## src/rtl/sfc_pkg.sv

```systemverilog
package sfc_pkg;

    typedef enum logic [2:0] {
        ST_IDLE,
        ST_LEAD,
        ST_HIGH,
        ST_LOW,
        ST_TRAIL
    } xfer_state_e;

    localparam logic [3:0] OFS_CTRL = 4'h0;
    localparam logic [3:0] OFS_CMD  = 4'h4;
    localparam logic [3:0] OFS_DATA = 4'h8;

    localparam int START_BIT = 8;
    localparam int BUSY_BIT  = 16;
    localparam int SIZE_LSB  = 17;
    localparam int SEL_LSB   = 24;

    // Byte k of the outgoing frame: command byte, address high to low, payload low to high.
    function automatic logic [7:0] tx_pick(input logic [31:0] cmd,
                                           input logic [31:0] dat,
                                           input logic [4:0]  idx);
        logic [7:0] b;
        case (idx)
            5'd0:    b = cmd[7:0];
            5'd1:    b = cmd[31:24];
            5'd2:    b = cmd[23:16];
            5'd3:    b = cmd[15:8];
            5'd4:    b = dat[7:0];
            5'd5:    b = dat[15:8];
            5'd6:    b = dat[23:16];
            5'd7:    b = dat[31:24];
            default: b = 8'h00;
        endcase
        return b;
    endfunction

endpackage

```

## src/rtl/sfc_regfile.sv

```systemverilog
module sfc_regfile
    import sfc_pkg::*;
#(
    parameter int ADDR_W = 4,
    parameter int CNT_W  = 4,
    parameter int SEL_W  = 2
) (
    input  logic              clk,
    input  logic              rst_n,
    input  logic              we,
    input  logic [ADDR_W-1:0] addr,
    input  logic [31:0]       wdata,
    output logic [31:0]       rdata,
    input  logic              busy_i,
    input  logic              rx_we_i,
    input  logic [1:0]        rx_lane_i,
    input  logic [7:0]        rx_byte_i,
    output logic              go_o,
    output logic [CNT_W-1:0]  tx_cnt_o,
    output logic [CNT_W-1:0]  rx_cnt_o,
    output logic [SEL_W-1:0]  clk_sel_o,
    output logic [31:0]       cmd_o,
    output logic [31:0]       data_o
);

    logic [1:0]  size_q;
    logic        wr_ok;
    logic        unused_wbits;

    assign wr_ok = we && !busy_i;
    assign go_o  = wr_ok && (addr == OFS_CTRL) && wdata[START_BIT] &&
                   ((wdata[CNT_W-1:0] != '0) || (wdata[2*CNT_W-1:CNT_W] != '0));
    assign unused_wbits = ^{wdata[31:26], wdata[23:19], wdata[16:9]};

    always_ff @(posedge clk or negedge rst_n) begin
        if (!rst_n) begin
            tx_cnt_o  <= '0;
            rx_cnt_o  <= '0;
            size_q    <= '0;
            clk_sel_o <= '0;
            cmd_o     <= '0;
            data_o    <= '0;
        end else begin
            if (wr_ok) begin
                if (addr == OFS_CTRL) begin
                    tx_cnt_o  <= wdata[CNT_W-1:0];
                    rx_cnt_o  <= wdata[2*CNT_W-1:CNT_W];
                    size_q    <= wdata[SIZE_LSB+:2];
                    clk_sel_o <= wdata[SEL_LSB+:SEL_W];
                end
                if (addr == OFS_CMD)  cmd_o  <= wdata;
                if (addr == OFS_DATA) data_o <= wdata;
            end
            if (rx_we_i) data_o[8*rx_lane_i+:8] <= rx_byte_i;
        end
    end

    always_comb begin
        rdata = '0;
        case (addr)
            OFS_CTRL: begin
                rdata[CNT_W-1:0]        = tx_cnt_o;
                rdata[2*CNT_W-1:CNT_W]  = rx_cnt_o;
                rdata[BUSY_BIT]         = busy_i;
                rdata[SIZE_LSB+:2]      = size_q;
                rdata[SEL_LSB+:SEL_W]   = clk_sel_o;
            end
            OFS_CMD:  rdata = cmd_o;
            OFS_DATA: rdata = data_o;
            default:  rdata = '0;
        endcase
    end

    // software writes never reach the registers during a frame
    p_cmd_frozen_r9: assert property (@(posedge clk) disable iff (!rst_n)
        busy_i |=> $stable(cmd_o));
    p_data_frozen_r9: assert property (@(posedge clk) disable iff (!rst_n)
        (busy_i && !rx_we_i) |=> $stable(data_o));
    p_ctrl_frozen_r9: assert property (@(posedge clk) disable iff (!rst_n)
        busy_i |=> ($stable(tx_cnt_o) && $stable(rx_cnt_o) && $stable(clk_sel_o)));

endmodule

```

## src/rtl/sfc_xfer.sv

```systemverilog
module sfc_xfer
    import sfc_pkg::*;
#(
    parameter int CNT_W = 4,
    parameter int SEL_W = 2
) (
    input  logic             clk,
    input  logic             rst_n,
    input  logic             go_i,
    input  logic [CNT_W-1:0] tx_cnt_i,
    input  logic [CNT_W-1:0] rx_cnt_i,
    input  logic [SEL_W-1:0] clk_sel_i,
    input  logic [31:0]      cmd_i,
    input  logic [31:0]      data_i,
    input  logic             spi_miso,
    output logic             busy_o,
    output logic             rx_we_o,
    output logic [1:0]       rx_lane_o,
    output logic [7:0]       rx_byte_o,
    output logic             spi_sck,
    output logic             spi_cs_n,
    output logic             spi_mosi
);

    localparam int HCNT_W = 2 ** SEL_W;
    localparam int IDX_W  = CNT_W + 1;

    xfer_state_e        state_q, state_d;
    logic [HCNT_W-1:0]  half_q;
    logic [HCNT_W-1:0]  half_lim;
    logic [2:0]         bit_q;
    logic [IDX_W-1:0]   byte_q;
    logic [7:0]         shreg_q;
    logic [IDX_W-1:0]   total;
    logic [IDX_W-1:0]   rx_pos;
    logic [7:0]         tx_cur;
    logic               tick;
    logic               last_byte;
    logic               in_tx;

    assign half_lim  = (HCNT_W'(1) << clk_sel_i) - HCNT_W'(1);
    assign tick      = (half_q == half_lim);
    assign total     = IDX_W'(tx_cnt_i) + IDX_W'(rx_cnt_i);
    assign last_byte = (byte_q == total - IDX_W'(1));
    assign in_tx     = (byte_q < IDX_W'(tx_cnt_i));
    assign rx_pos    = byte_q - IDX_W'(tx_cnt_i);
    assign tx_cur    = tx_pick(cmd_i, data_i, byte_q);

    always_comb begin
        state_d = state_q;
        unique case (state_q)
            ST_IDLE:  if (go_i) state_d = ST_LEAD;
            ST_LEAD:  if (tick) state_d = ST_HIGH;
            ST_HIGH:  if (tick) state_d = (bit_q == 3'd0 && last_byte) ? ST_TRAIL : ST_LOW;
            ST_LOW:   if (tick) state_d = ST_HIGH;
            ST_TRAIL: if (tick) state_d = ST_IDLE;
            default:  state_d = ST_IDLE;
        endcase
    end

    always_ff @(posedge clk or negedge rst_n) begin
        if (!rst_n) state_q <= ST_IDLE;
        else        state_q <= state_d;
    end

    always_ff @(posedge clk or negedge rst_n) begin
        if (!rst_n) begin
            half_q  <= '0;
            bit_q   <= 3'd7;
            byte_q  <= '0;
            shreg_q <= '0;
        end else begin
            half_q <= (state_q == ST_IDLE || tick) ? '0 : half_q + HCNT_W'(1);
            if (state_q == ST_IDLE && go_i) begin
                bit_q  <= 3'd7;
                byte_q <= '0;
            end
            if ((state_q == ST_LEAD || state_q == ST_LOW) && tick)
                shreg_q <= {shreg_q[6:0], spi_miso};
            if (state_q == ST_HIGH && tick) begin
                if (bit_q == 3'd0) begin
                    bit_q  <= 3'd7;
                    byte_q <= byte_q + IDX_W'(1);
                end else begin
                    bit_q <= bit_q - 3'd1;
                end
            end
        end
    end

    always_comb begin
        busy_o    = (state_q != ST_IDLE);
        spi_cs_n  = (state_q == ST_IDLE);
        spi_sck   = (state_q == ST_HIGH);
        spi_mosi  = busy_o && in_tx && tx_cur[bit_q];
        rx_we_o   = (state_q == ST_HIGH) && tick && (bit_q == 3'd0) && !in_tx &&
                    (rx_pos < IDX_W'(4));
        rx_lane_o = rx_pos[1:0];
        rx_byte_o = shreg_q;
    end

    // an accepted start always opens a frame
    p_go_busy_r3: assert property (@(posedge clk) disable iff (!rst_n)
        go_i |=> busy_o);
    // outgoing data is steady while the clock is high
    p_mosi_steady_r6: assert property (@(posedge clk) disable iff (!rst_n)
        spi_sck |-> $stable(spi_mosi));
    // chip select already active before any rising clock edge
    p_cs_setup_r7: assert property (@(posedge clk) disable iff (!rst_n)
        $rose(spi_sck) |-> $past(!spi_cs_n));

endmodule

```

## src/rtl/sflash_cmd_engine.sv

```systemverilog
module sflash_cmd_engine
    import sfc_pkg::*;
#(
    parameter int ADDR_W = 4,
    parameter int CNT_W  = 4,
    parameter int SEL_W  = 2
) (
    input  logic              clk,
    input  logic              rst_n,
    input  logic              reg_we,
    input  logic [ADDR_W-1:0] reg_addr,
    input  logic [31:0]       reg_wdata,
    output logic [31:0]       reg_rdata,
    output logic              spi_sck,
    output logic              spi_cs_n,
    output logic              spi_mosi,
    input  logic              spi_miso
);

    logic             busy;
    logic             go;
    logic             rx_we;
    logic [1:0]       rx_lane;
    logic [7:0]       rx_byte;
    logic [CNT_W-1:0] tx_cnt;
    logic [CNT_W-1:0] rx_cnt;
    logic [SEL_W-1:0] clk_sel;
    logic [31:0]      cmd_w;
    logic [31:0]      data_w;

    sfc_regfile #(.ADDR_W(ADDR_W), .CNT_W(CNT_W), .SEL_W(SEL_W)) u_regs (
        .clk       (clk),
        .rst_n     (rst_n),
        .we        (reg_we),
        .addr      (reg_addr),
        .wdata     (reg_wdata),
        .rdata     (reg_rdata),
        .busy_i    (busy),
        .rx_we_i   (rx_we),
        .rx_lane_i (rx_lane),
        .rx_byte_i (rx_byte),
        .go_o      (go),
        .tx_cnt_o  (tx_cnt),
        .rx_cnt_o  (rx_cnt),
        .clk_sel_o (clk_sel),
        .cmd_o     (cmd_w),
        .data_o    (data_w)
    );

    sfc_xfer #(.CNT_W(CNT_W), .SEL_W(SEL_W)) u_xfer (
        .clk       (clk),
        .rst_n     (rst_n),
        .go_i      (go),
        .tx_cnt_i  (tx_cnt),
        .rx_cnt_i  (rx_cnt),
        .clk_sel_i (clk_sel),
        .cmd_i     (cmd_w),
        .data_i    (data_w),
        .spi_miso  (spi_miso),
        .busy_o    (busy),
        .rx_we_o   (rx_we),
        .rx_lane_o (rx_lane),
        .rx_byte_o (rx_byte),
        .spi_sck   (spi_sck),
        .spi_cs_n  (spi_cs_n),
        .spi_mosi  (spi_mosi)
    );

endmodule

```

## config.mk

```make
export PLATFORM = sky130hd
export DESIGN_NAME = sflash_cmd_engine
export DESIGN_NICKNAME = d
export VERILOG_FILES = /design/src/rtl/sfc_pkg.sv /design/src/rtl/sfc_regfile.sv /design/src/rtl/sfc_xfer.sv /design/src/rtl/sflash_cmd_engine.sv
export SDC_FILE = /design/constraint.sdc
export NUM_CORES = 1
export LEC_CHECK = 0
export BUFFER_PORTS_ARGS = -buffer_cell sky130_fd_sc_hd__buf_2
export CORE_MARGIN = 2
export CORE_UTILIZATION = 40
export CTS_CLUSTER_DIAMETER = 80
export CTS_CLUSTER_SIZE = 24
export DETAILED_ROUTE_END_ITERATION = 10
export MAX_ROUTING_LAYER = met4
export PLACE_DENSITY_LB_ADDON = 0.25
export SETUP_SLACK_MARGIN = 0.2
export SYNTH_ARGS = -nofsm -noshare
export SYNTH_HDL_FRONTEND = slang
export SYNTH_SLANG_ARGS = --single-unit
```

## constraint.sdc

```tcl
create_clock -name clk -period 2.7 [get_ports clk]
set_input_delay 0.54 -clock clk [delete_from_list [all_inputs] [get_ports clk]]
set_output_delay 0.54 -clock clk [all_outputs]
set_load 0.02 [all_outputs]
```

==> flow_summary.ini, run 1 <==
[outcome]
status = finished with violations
violations = negative setup slack

[worst_setup_path]
slowest_delay_ns = 0.46
worstSetupStartpointType = flip-flop
required_ns = 2.16
worst-path-buf-inv = 4
end_kind = primary output
crit_slowest_cell = dfrtp_2
critPathTopFamily = compound AO/OA/AOI/OAI gates
criticalPathCategory = flip-flop to primary output
path_cells = inv_4, buf_4, buf_6, ha_4, nor2b_1, o31a_1, or3_4, a221oi_2, o22a_2, buf_6
arrival_ns = 2.44
cp_max_fo = 5
cpMostUsedCell = buf_6

[power_and_ir_drop]
seq_power_share_pct = 43.1
power_density_nw_per_um2 = 640.4
power_uw = 4774
intPower_uw = 3066
pwr-share-clk_pct = 25.8
comb_power_share_pct = 31.2
peakVddDrop_mv = 0.3467
leakagePower_uw = 0.003617
switchingPower_uw = 1708
p_sw_share_pct = 35.77

[synth]
yosysSeqAreaShare_pct = 40.95
synth_top_family_by_area = multiplexers
synthSimpleGateAreaFrac_pct = 10.47
synth-async-reset-ratio_pct = 100.0
synthMuxAreaShare_pct = 23.66
synth-main-ff-cell = dfrtp_1
synthCells = 549
syn_area_um2 = 6060
syn-num-nets = 614
synth_compound_area_share_pct = 12.66
ys_ff_latch = 99
synth_top_area_share_pct = 39.64
synth_top_area_cell = dfrtp_1
synth_fa_ha_area_share_pct = 5.410
yosysWarnings = 0
post_synth_num_cell_types = 62
synth_xor_area_share_pct = 1.445
synth_edf_count = 0
synth.top_cells.by_area = dfrtp_1, mux2_2, mux2i_1, ha_1, a222oi_1
synth.avg_cell_area_um2 = 11.04

[clocking]
clkSinkCount = 99
clock_latency_ns = 0.35
clk_pin_slew_worst_paths_ns = 0.07
cts-hold-fix-buffers = 0
cts_tree = built
cts_buffers = 9
cts_root_buffer = clkbuf_16
clockBufferDepth = 2
h-tree-depth = 3

[drt]
drt_iter0_drc = 430
drc = 0
ant_nets = 0
routed_wl_um = 18160
post_drt_wl_per_cell_um = 21.56
viasPerCell = 5.827
num_vias = 4906
drt_pass1_iterations = 7

[timing]
layout_setup_ws_ns = -0.2795
min_period_ns = 2.980
setup_viol = 1
whs_ns = 0.09898
hold_viol_final = 0
fmax_mhz = 335.6
drv_slew = 0
fin_skew_ns = 0.005538
slew_headroom_pct = 61.93
rsz0062_at_grt = true
finalCritPeriodShare_pct = 110.4
worst_pin_slew_ns = 0.5658

[job]
drv_cap = 0

[floorplan]
start_util_pct = 41.38
ios = 75
fp.dieW_um = 127.1
die_h_um = 127.1
core_um2 = 14640
num_rows = 44
fp.dieArea_um2 = 16150

[place]
dpl.hpwl_um = 13460
pre_cts_ws_ns = 0.05226
gp_congestion = 0.9679
port_buffers = 74

[grt]
first_global_vias = 4979
grt_pass1_wl_um = 28460
antenna_found_initial = 0
overflow = 0
grt_usage_pct = 23.73
grt_max_degree = 54

[final_layout]
layout.nets = 718
layout_commonest_cell = dfrtp_1
drive_above_1_share_pct = 39.82
final_cell_mix = dfrtp_1, buf_2, mux2i_1, mux2_2, nand2_1
areaGrowthSynthToFinish_pct = 23.00
antenna_cells = 0

[worst_hold_path]
min-delay-path-class = input port to async pin
[cell type report]
cell class | instances | area [um^2]
sequential | 99 | 2485
inverter | 40 | 157.7
timing repair buffer | 124 | 827.0
tap | 184 | 230.2
clock inverter | 7 | 51.30
fill | 1342 | 7191
multi-input combinational | 379 | 3477
clock buffer | 9 | 225.2
[worst register-to-register path, cell delays in order (launching register included)]
cell and delay, ns:
dfrtp_2 0.46, inv_4 0.10, buf_4 0.11, buf_6 0.09
ha_4 0.12, inv_2 0.03, fa_2 0.62, ha_2 0.20
nand2_1 0.06, nor4b_2 0.22, buf_4 0.27, mux2i_2 0.23
[routing by layer]
layer	track usage (%)	wire (um)	vias to the layer above
li1	-	-	2248
met1	30.34	8096	2478
met2	38.05	8794	152
met3	3.057	718	28
met4	10.47	547	0
met5	-	0	-
[cell usage after synthesis, types with 4 or more instances]
master / number
nand2_1: 45
buf_2: 6
a21oi_1: 15
clkbuf_1: 15
nand3_1: 6
o21ai_0: 7
xnor2_1: 9
nor3b_1: 6
a22o_1: 19
nor2_1: 13
mux2_2: 66
inv_1: 40
nor2b_1: 5
buf_4: 6
nor4b_1: 4
ha_1: 23
nor4_1: 4
nor3_1: 9
and3_1: 4
dfrtp_1: 96
mux2i_1: 69
a222oi_1: 21
[cells by family (layout without fill, tap and decap cells)]
logic type               after synthesis  after routing
buffers and inverters                 71            180
flip-flops                            99             99
AO/OA/AOI/OAI                         94             94
XOR/XNOR                              10             10
adder cells (fa/ha/maj)               25             25
multiplexers                         135            135
AND/OR/NAND/NOR                      115            115
[registers in the layout (all words and copies together), names as in the netlist]
signal            flops
u_regs.rx_cnt_o       4
u_xfer.byte_q         5
u_regs.clk_sel_o      2
u_xfer.state_q        3
u_regs.cmd_o         32
u_xfer.half_q         4
u_xfer.rx_byte_o      8
u_xfer.bit_q          3
u_regs.tx_cnt_o       4
u_regs.size_q         2
u_regs.data_o        32
[stage by stage]
stage | setup TNS (ns) | instances | area, um^2 | util, %
finish | -0.2795 | 842 | 7453 | 50.90
detailed placement | 0 | 821 | 6924 | 47.28
global route | -0.3831 | 842 | 7453 | 50.90
CTS | -0.2570 | 839 | 7303 | 49.87
floorplan | 0 | 549 | 6065 | -
global placement | 0 | 821 | 6924 | 47.28
[power by group through the flow]
| stage | combinational (uW) | clock (uW) | sequential, uW |
|---|---|---|---|
| global placement | 1340 | 0 | 2060 |
| finish | 1490 | 1230 | 2060 |
| global route | 1620 | 1330 | 2100 |
| floorplan | 958 | 0 | 1940 |
| CTS | 1420 | 1270 | 2050 |
| detailed placement | 1370 | 0 | 2070 |
[path summary, 6_finish.rpt]
kind,endpoint,depth (start not counted),slack (ns),from
worst max-delay path,spi_mosi,10,-0.28,u_xfer.byte_q[0]
max in group asynchronous,u_xfer.bit_q[1],2,1.91,rst_n
worst min register to register,u_regs.size_q[1],1,0.51,u_regs.size_q[1]
worst max register to register,u_regs.data_o[29],11,0.10,u_xfer.byte_q[0]
worst min-delay path,u_xfer.half_q[0],1,0.1,rst_n
min in group clk,u_regs.cmd_o[23],2,0.43,reg_wdata[23]
[what timing repair did]
item / in CTS / in global routing
pin swaps: 4 / 11
buffers inserted: 2 / 3
cloned: 0 / 0
resized for setup: 24 / 27
endpoints found under the setup margin: 33 / 24
Power figures use the tool's default switching activity.
==> inputs of run 2 (changes only) <==
--- a/config.mk
+++ b/config.mk
@@ -5,6 +5,7 @@
 export SDC_FILE = /design/constraint.sdc
 export NUM_CORES = 1
 export LEC_CHECK = 0
+export ABC_AREA = 1
 export BUFFER_PORTS_ARGS = -buffer_cell sky130_fd_sc_hd__buf_2
 export CORE_MARGIN = 2
 export CORE_UTILIZATION = 40
==> run 2 against run 1 <==
The run still ends with negative setup slack left. Fmax up 7.3%. Via count is 33% higher. Routed wire length up 21%. Clock power grew 18%. Power rose by 100%. Clock skew increased by 0.0039 ns. Combinational power grew to 3.7 times the previous value. Global-route usage increased by 2.2 points. Sequential cell count unchanged. Die area increased by 8.4%. Area after synthesis rose by 8.7%.
==> flow_summary.ini, run 2 <==
[outcome]
status = finished with violations
violations = negative setup slack

[drt]
drt_pass1_iterations = 5
ant_nets = 0
viasPerCell = 5.256
routed_wl_um = 22020
num_vias = 6538
drt_iter0_drc = 574
post_drt_wl_per_cell_um = 17.70
drc = 0

[job]
drv_cap = 0

[final_layout]
final_cell_mix = nand2_1, inv_1, nand3_1, dfrtp_1, buf_2
antenna_cells = 0
layout.nets = 1088
layout_commonest_cell = nand2_1
drive_above_1_share_pct = 20.91
areaGrowthSynthToFinish_pct = 21.66

[synth]
netlist_top_cells_count = nand2_1, inv_1, nand3_1
syn-num-nets = 1002
synth-async-reset-ratio_pct = 100.0
synth_edf_count = 0
synth_most_common_cell = nand2_1
synth_top_area_share_pct = 36.48
synth.top_cells.by_area = dfrtp_1, nand2_1, nand3_1, inv_1, o21ai_0
synth_top_area_cell = dfrtp_1
synth.avg_cell_area_um2 = 7.028
yosysSeqAreaShare_pct = 37.68
synthCells = 937
synth-main-ff-cell = dfrtp_1
ys_ff_latch = 99
syn_area_um2 = 6585
post_synth_num_cell_types = 41
yosysWarnings = 0

[worst_hold_path]
min-delay-path-class = input port to async pin

[grt]
overflow = 0
grt_pass1_wl_um = 34200
first_global_vias = 6074
grt_max_degree = 45
antenna_found_initial = 0
grt_usage_pct = 25.90

[worst_setup_path]
required_ns = 2.16
r2r_end = u_xfer.state_q[0]
worstSetupStartpointType = flip-flop
path_cells = inv_4, ha_4, inv_2, nor2_4, buf_8, nand3_2, o21ai_1, nor2_1, nand3b_1, nand2_1, nor2_1, nor2_2, nor2_4, buf_6
end_kind = primary output
cp_max_fo = 7
criticalPathCategory = flip-flop to primary output
arrival_ns = 2.24
ff2ff_setup_slack_ns = 0.30
rr_worst_depth = 15
slowest_delay_ns = 0.50
reg2reg_from = u_regs.tx_cnt_o[1]
crit_slowest_cell = dfrtp_2

[floorplan]
die_h_um = 132.3
start_util_pct = 41.16
ios = 75
fp.dieArea_um2 = 17500
num_rows = 46
core_um2 = 16000
fp.dieW_um = 132.3

[timing]
worst_pin_slew_ns = 0.6705
finalCritPeriodShare_pct = 102.9
drv_slew = 0
whs_ns = 0.1085
slew_headroom_pct = 55.18
layout_setup_ws_ns = -0.07809
fin_skew_ns = 0.009448
min_period_ns = 2.778
hold_viol_final = 0
setup_viol = 1
rsz0062_at_grt = true
fmax_mhz = 360.0
tns_ns = -0.07809

[clocking]
clk_pin_slew_worst_paths_ns = 0.08
cts_root_buffer = clkbuf_16
clkSinkCount = 99
cts-hold-fix-buffers = 0
clock_latency_ns = 0.36
h-tree-depth = 3
cts_tree = built
clockBufferDepth = 2
cts_buffers = 9

[power_and_ir_drop]
leakagePower_uw = 0.003935
peakVddDrop_mv = 0.6808
power_density_nw_per_um2 = 1213

[place]
port_buffers = 74
dpl.hpwl_um = 16540
gp_congestion = 0.9578
-- run 2: cell types whose count changed after synthesis, sizes merged, moves of 8 or more --
cell / change
a222oi: -21
a22o: -19
inv: +92
mux2: -63
mux2i: -69
nand2: +209
nand3: +106
nand4: +8
nor2: +60
o21ai: +103
o221ai: +11
o22ai: +19
-- run 2: critical path, delay by kind of cell (launching register included) --
family,cells,cell delay [ns]
AND/OR/NAND/NOR,8,0.72
flip-flops,1,0.50
buffers and inverters,4,0.45
adder cells (fa/ha/maj),1,0.14
AO/OA/AOI/OAI,1,0.08
-- run 2: power breakdown --
part / switching, uW / internal [uW]
sequential: 573 / 2170
combinational: 3510 / 2010
clock: 635 / 818
-- run 2: logic make-up (layout without fill, tap and decap cells) --
group / count (synthesis) / count (layout) / share of synthesized area (%)
buffers and inverters: 175 / 266 / 11.04
adder cells (fa/ha/maj): 25 / 25 / 4.978
flip-flops: 99 / 99 / 37.68
AND/OR/NAND/NOR: 464 / 464 / 30.67
AO/OA/AOI/OAI: 158 / 158 / 13.40
multiplexers: 3 / 3 / 0.5130
XOR/XNOR: 13 / 13 / 1.729
-- run 2: worst max path at each step --
stage,from,to,slack (ns),depth (start not counted)
finish,u_xfer.byte_q[1],spi_mosi,-0.08,14
CTS,u_xfer.byte_q[1],spi_mosi,-0.05,14
detailed placement,u_xfer.byte_q[1],spi_mosi,0.12,13
global route,u_xfer.byte_q[1],spi_mosi,-0.17,14
global placement,u_xfer.byte_q[2],spi_mosi,0.13,10
floorplan,u_xfer.byte_q[0],u_regs.data_o[22],0.27,11
-- run 2: area by class of cell --
type / count / area (um^2)
inverter: 133 / 504.2
clock inverter: 6 / 87.58
timing repair buffer: 117 / 788.3
sequential: 99 / 2484
multi-input combinational: 663 / 3649
clock buffer: 10 / 229.0
tap: 216 / 270.3
fill: 1677 / 7989
-- run 2: routing by layer --
layer  GRT usage [%]  wire length, um  part of all wire [%]
met4           9.259              607                   2.8
met5               -                0                     0
met2           38.83             9845                    45
met1           35.91            10330                    47
met3           3.537             1231                   5.6
-- run 2: what timing repair did --
item | CTS | global route
setup buffers | 9 | 4
pin swaps | 15 | 21
resized for setup | 46 | 50
cloned | 2 | 0
setup endpoints to repair | 4 | 37
-- run 2: stage by stage --
stage	area (um^2)	cells	worst slack, ns	power, uW	util, %
finish	8011	1244	-0.07809	9721	50.07
global route	8011	1244	-0.1652	10410	50.07
CTS	7833	1240	-0.05324	9239	48.95
detailed placement	7281	1213	0.1189	7500	45.50
global placement	7281	1213	0.1295	7460	45.50
floorplan	6586	937	0.2699	5872	-
==> inputs of run 3 (changes only) <==
--- a/config.mk
+++ b/config.mk
@@ -14,7 +14,6 @@
 export DETAILED_ROUTE_END_ITERATION = 10
 export MAX_ROUTING_LAYER = met4
 export PLACE_DENSITY_LB_ADDON = 0.25
-export SETUP_SLACK_MARGIN = 0.2
 export SYNTH_ARGS = -nofsm -noshare
 export SYNTH_HDL_FRONTEND = slang
 export SYNTH_SLANG_ARGS = --single-unit
==> run 3 against run 2 <==
The flow still finishes with violations (negative setup slack). Global-route usage increased by 0.39 points. Clock skew decreased by 0.00058 ns. Count of clock-buffer cells in the layout unchanged. Worst hold slack improved by 0.018 ns. Cell area increased by 2.9%. Routed wire length increased by 1.6%. Register-to-register slack got worse by 0.32 ns. Combinational power increased by 6.3%. Critical endpoint unchanged. Largest power group unchanged.
==> flow_summary.ini, run 3 (same netlist as run 2, synthesis figures left out) <==
[timing]
worst_pin_slew_ns = 0.7004
setup_viol = 7
slew_headroom_pct = 53.17
fin_skew_ns = 0.008869
finalCritPeriodShare_pct = 101.3
hold_viol_final = 0
rsz0062_at_grt = true
min_period_ns = 2.736
layout_setup_ws_ns = -0.03572
drv_slew = 0
fmax_mhz = 365.5

[final_layout]
areaGrowthSynthToFinish_pct = 25.14
fin_area_um2 = 8240
layout.nets = 1101
final_cell_mix = nand2_1, inv_1, nand3_1, dfrtp_1, o21ai_0
drive_above_1_share_pct = 23.05
n_fill_cell = 1636
antenna_cells = 0
layout_commonest_cell = nand2_1

[worst_setup_path]
required_ns = 2.16
startpoint = u_xfer.byte_q[1]
worst-path-buf-inv = 4
r2r_end = u_regs.data_o[7]
reg2reg_from = u_regs.tx_cnt_o[2]
path_cells = inv_4, ha_2, inv_1, nor2_4, buf_6, nand3_2, o21ai_1, nor2_1, nand3b_1, nand2_1, nor2_2, nor2_2, nor2_4, buf_6
cp_max_fo = 7
slowest_delay_ns = 0.48
critPathTopFamily = simple AND/OR/NAND/NOR gates
worstSetupStartpointType = flip-flop
rr_worst_depth = 16
arrival_ns = 2.20
end_kind = primary output
criticalPathCategory = flip-flop to primary output
crit_slowest_cell = dfrtp_2
ff2ff_setup_slack_ns = -0.02

[floorplan]
num_rows = 46
fp.dieArea_um2 = 17500
fp.dieW_um = 132.3
ios = 75
start_util_pct = 41.16
die_h_um = 132.3
core_um2 = 16000

[power_and_ir_drop]
peakVddDrop_mv = 0.8518
p_sw_share_pct = 47.65
intPower_uw = 5231
leakagePower_uw = 0.004046
switchingPower_uw = 4761
power_uw = 9992
power_density_nw_per_um2 = 1213
comb_power_share_pct = 58.7
seq_power_share_pct = 27.0
pwr-share-clk_pct = 14.2

[drt]
drt_pass1_iterations = 5
viasPerCell = 5.240
ant_nets = 0
routed_wl_um = 22380
num_vias = 6587
drc = 0
drt_iter0_drc = 552
post_drt_wl_per_cell_um = 17.80

[clocking]
clk_pin_slew_worst_paths_ns = 0.07
h-tree-depth = 3
cts-hold-fix-buffers = 0
cts_root_buffer = clkbuf_16
cts_tree = built
cts_buffers = 9
clkSinkCount = 99
clockBufferDepth = 2
clock_latency_ns = 0.36

[place]
gp_congestion = 0.9718
port_buffers = 74
placedInstanceArea_um2 = 7331
dpl.hpwl_um = 16690

[grt]
grt_max_degree = 41
antenna_found_initial = 0
overflow = 0
first_global_vias = 6190
grt_usage_pct = 26.29
grt_pass1_wl_um = 34660

[outcome]
violations = negative setup slack
status = finished with violations

[job]
drv_cap = 0

[worst_hold_path]
min-delay-path-class = input port to async pin
run 3: cell count changes in the layout (fill, tap and decap cells not counted), moves of 3 or more:
| cell | delta |
|---|---|
| buf_4 | +4 |
| buf_6 | +4 |
| clkbuf_16 | +3 |
| nand2_1 | -7 |
| nand2_2 | +6 |
| nand3_2 | +3 |
| nor2_1 | -5 |
| nor2_2 | +4 |
run 3: area by class of cell:
cell class              instances  area (um^2)  share of cell area (%)
inverters                     133        504.2                   6.119
flip-flops and latches         99         2485                   30.15
clock inverters                 6        90.09                   1.093
well taps                     216        270.3                   3.280
multi-input cells             664         3676                   44.61
clock buffers                  10        229.0                   2.779
repair buffers                129        985.9                   11.96
run 3: worst max path at each step:
stage,end,cells after the start
finish,spi_mosi,14
floorplan,u_regs.data_o[22],11
global route,spi_mosi,14
detailed placement,spi_mosi,13
CTS,spi_mosi,14
global placement,spi_mosi,13
run 3: power by group through the flow:
| stage | combinational [uW] | clock, uW | sequential, uW |
|---|---|---|---|
| finish | 5870 | 1420 | 2700 |
| global route | 6530 | 1510 | 2780 |
| CTS | 5200 | 1440 | 2670 |
| detailed placement | 4880 | 0 | 2670 |
| global placement | 4850 | 0 | 2660 |
| floorplan | 3380 | 0 | 2490 |
run 3: repair_timing:
action | CTS | global route
endpoints found under the setup margin | 1 | 35
cloned | 1 | 5
gates resized for setup | 43 | 64
setup buffers | 12 | 5
pin swaps | 11 | 34
run 3: stage by stage:
stage	std cells	util (%)	hold slack, ns	setup TNS, ns	worst slack (ns)
4_1_cts	1247	49.19	0.1366	-0.06388	-0.06388
3_5_place_dp	1218	45.82	0.4748	0	0.03958
3_3_place_gp	1218	45.82	0.4648	0	0.04611
5_1_grt	1257	51.50	0.1514	-2.933	-0.1728
6_report	1257	51.50	0.1267	-0.1198	-0.03572
2_1_floorplan	937	-	0.2444	0	0.1948
run 3: per-layer routing:
| metal | part of all wire [%] | vias up | track usage, % | wire (um) |
|---|---|---|---|---|
| li1 | - | 3236 | - | - |
| met3 | 5.2 | 28 | 3.883 | 1159 |
| met5 | 0 | - | - | 0 |
| met2 | 46 | 194 | 38.95 | 10250 |
| met4 | 1.8 | 0 | 7.646 | 394 |
| met1 | 47 | 3129 | 37.41 | 10580 |
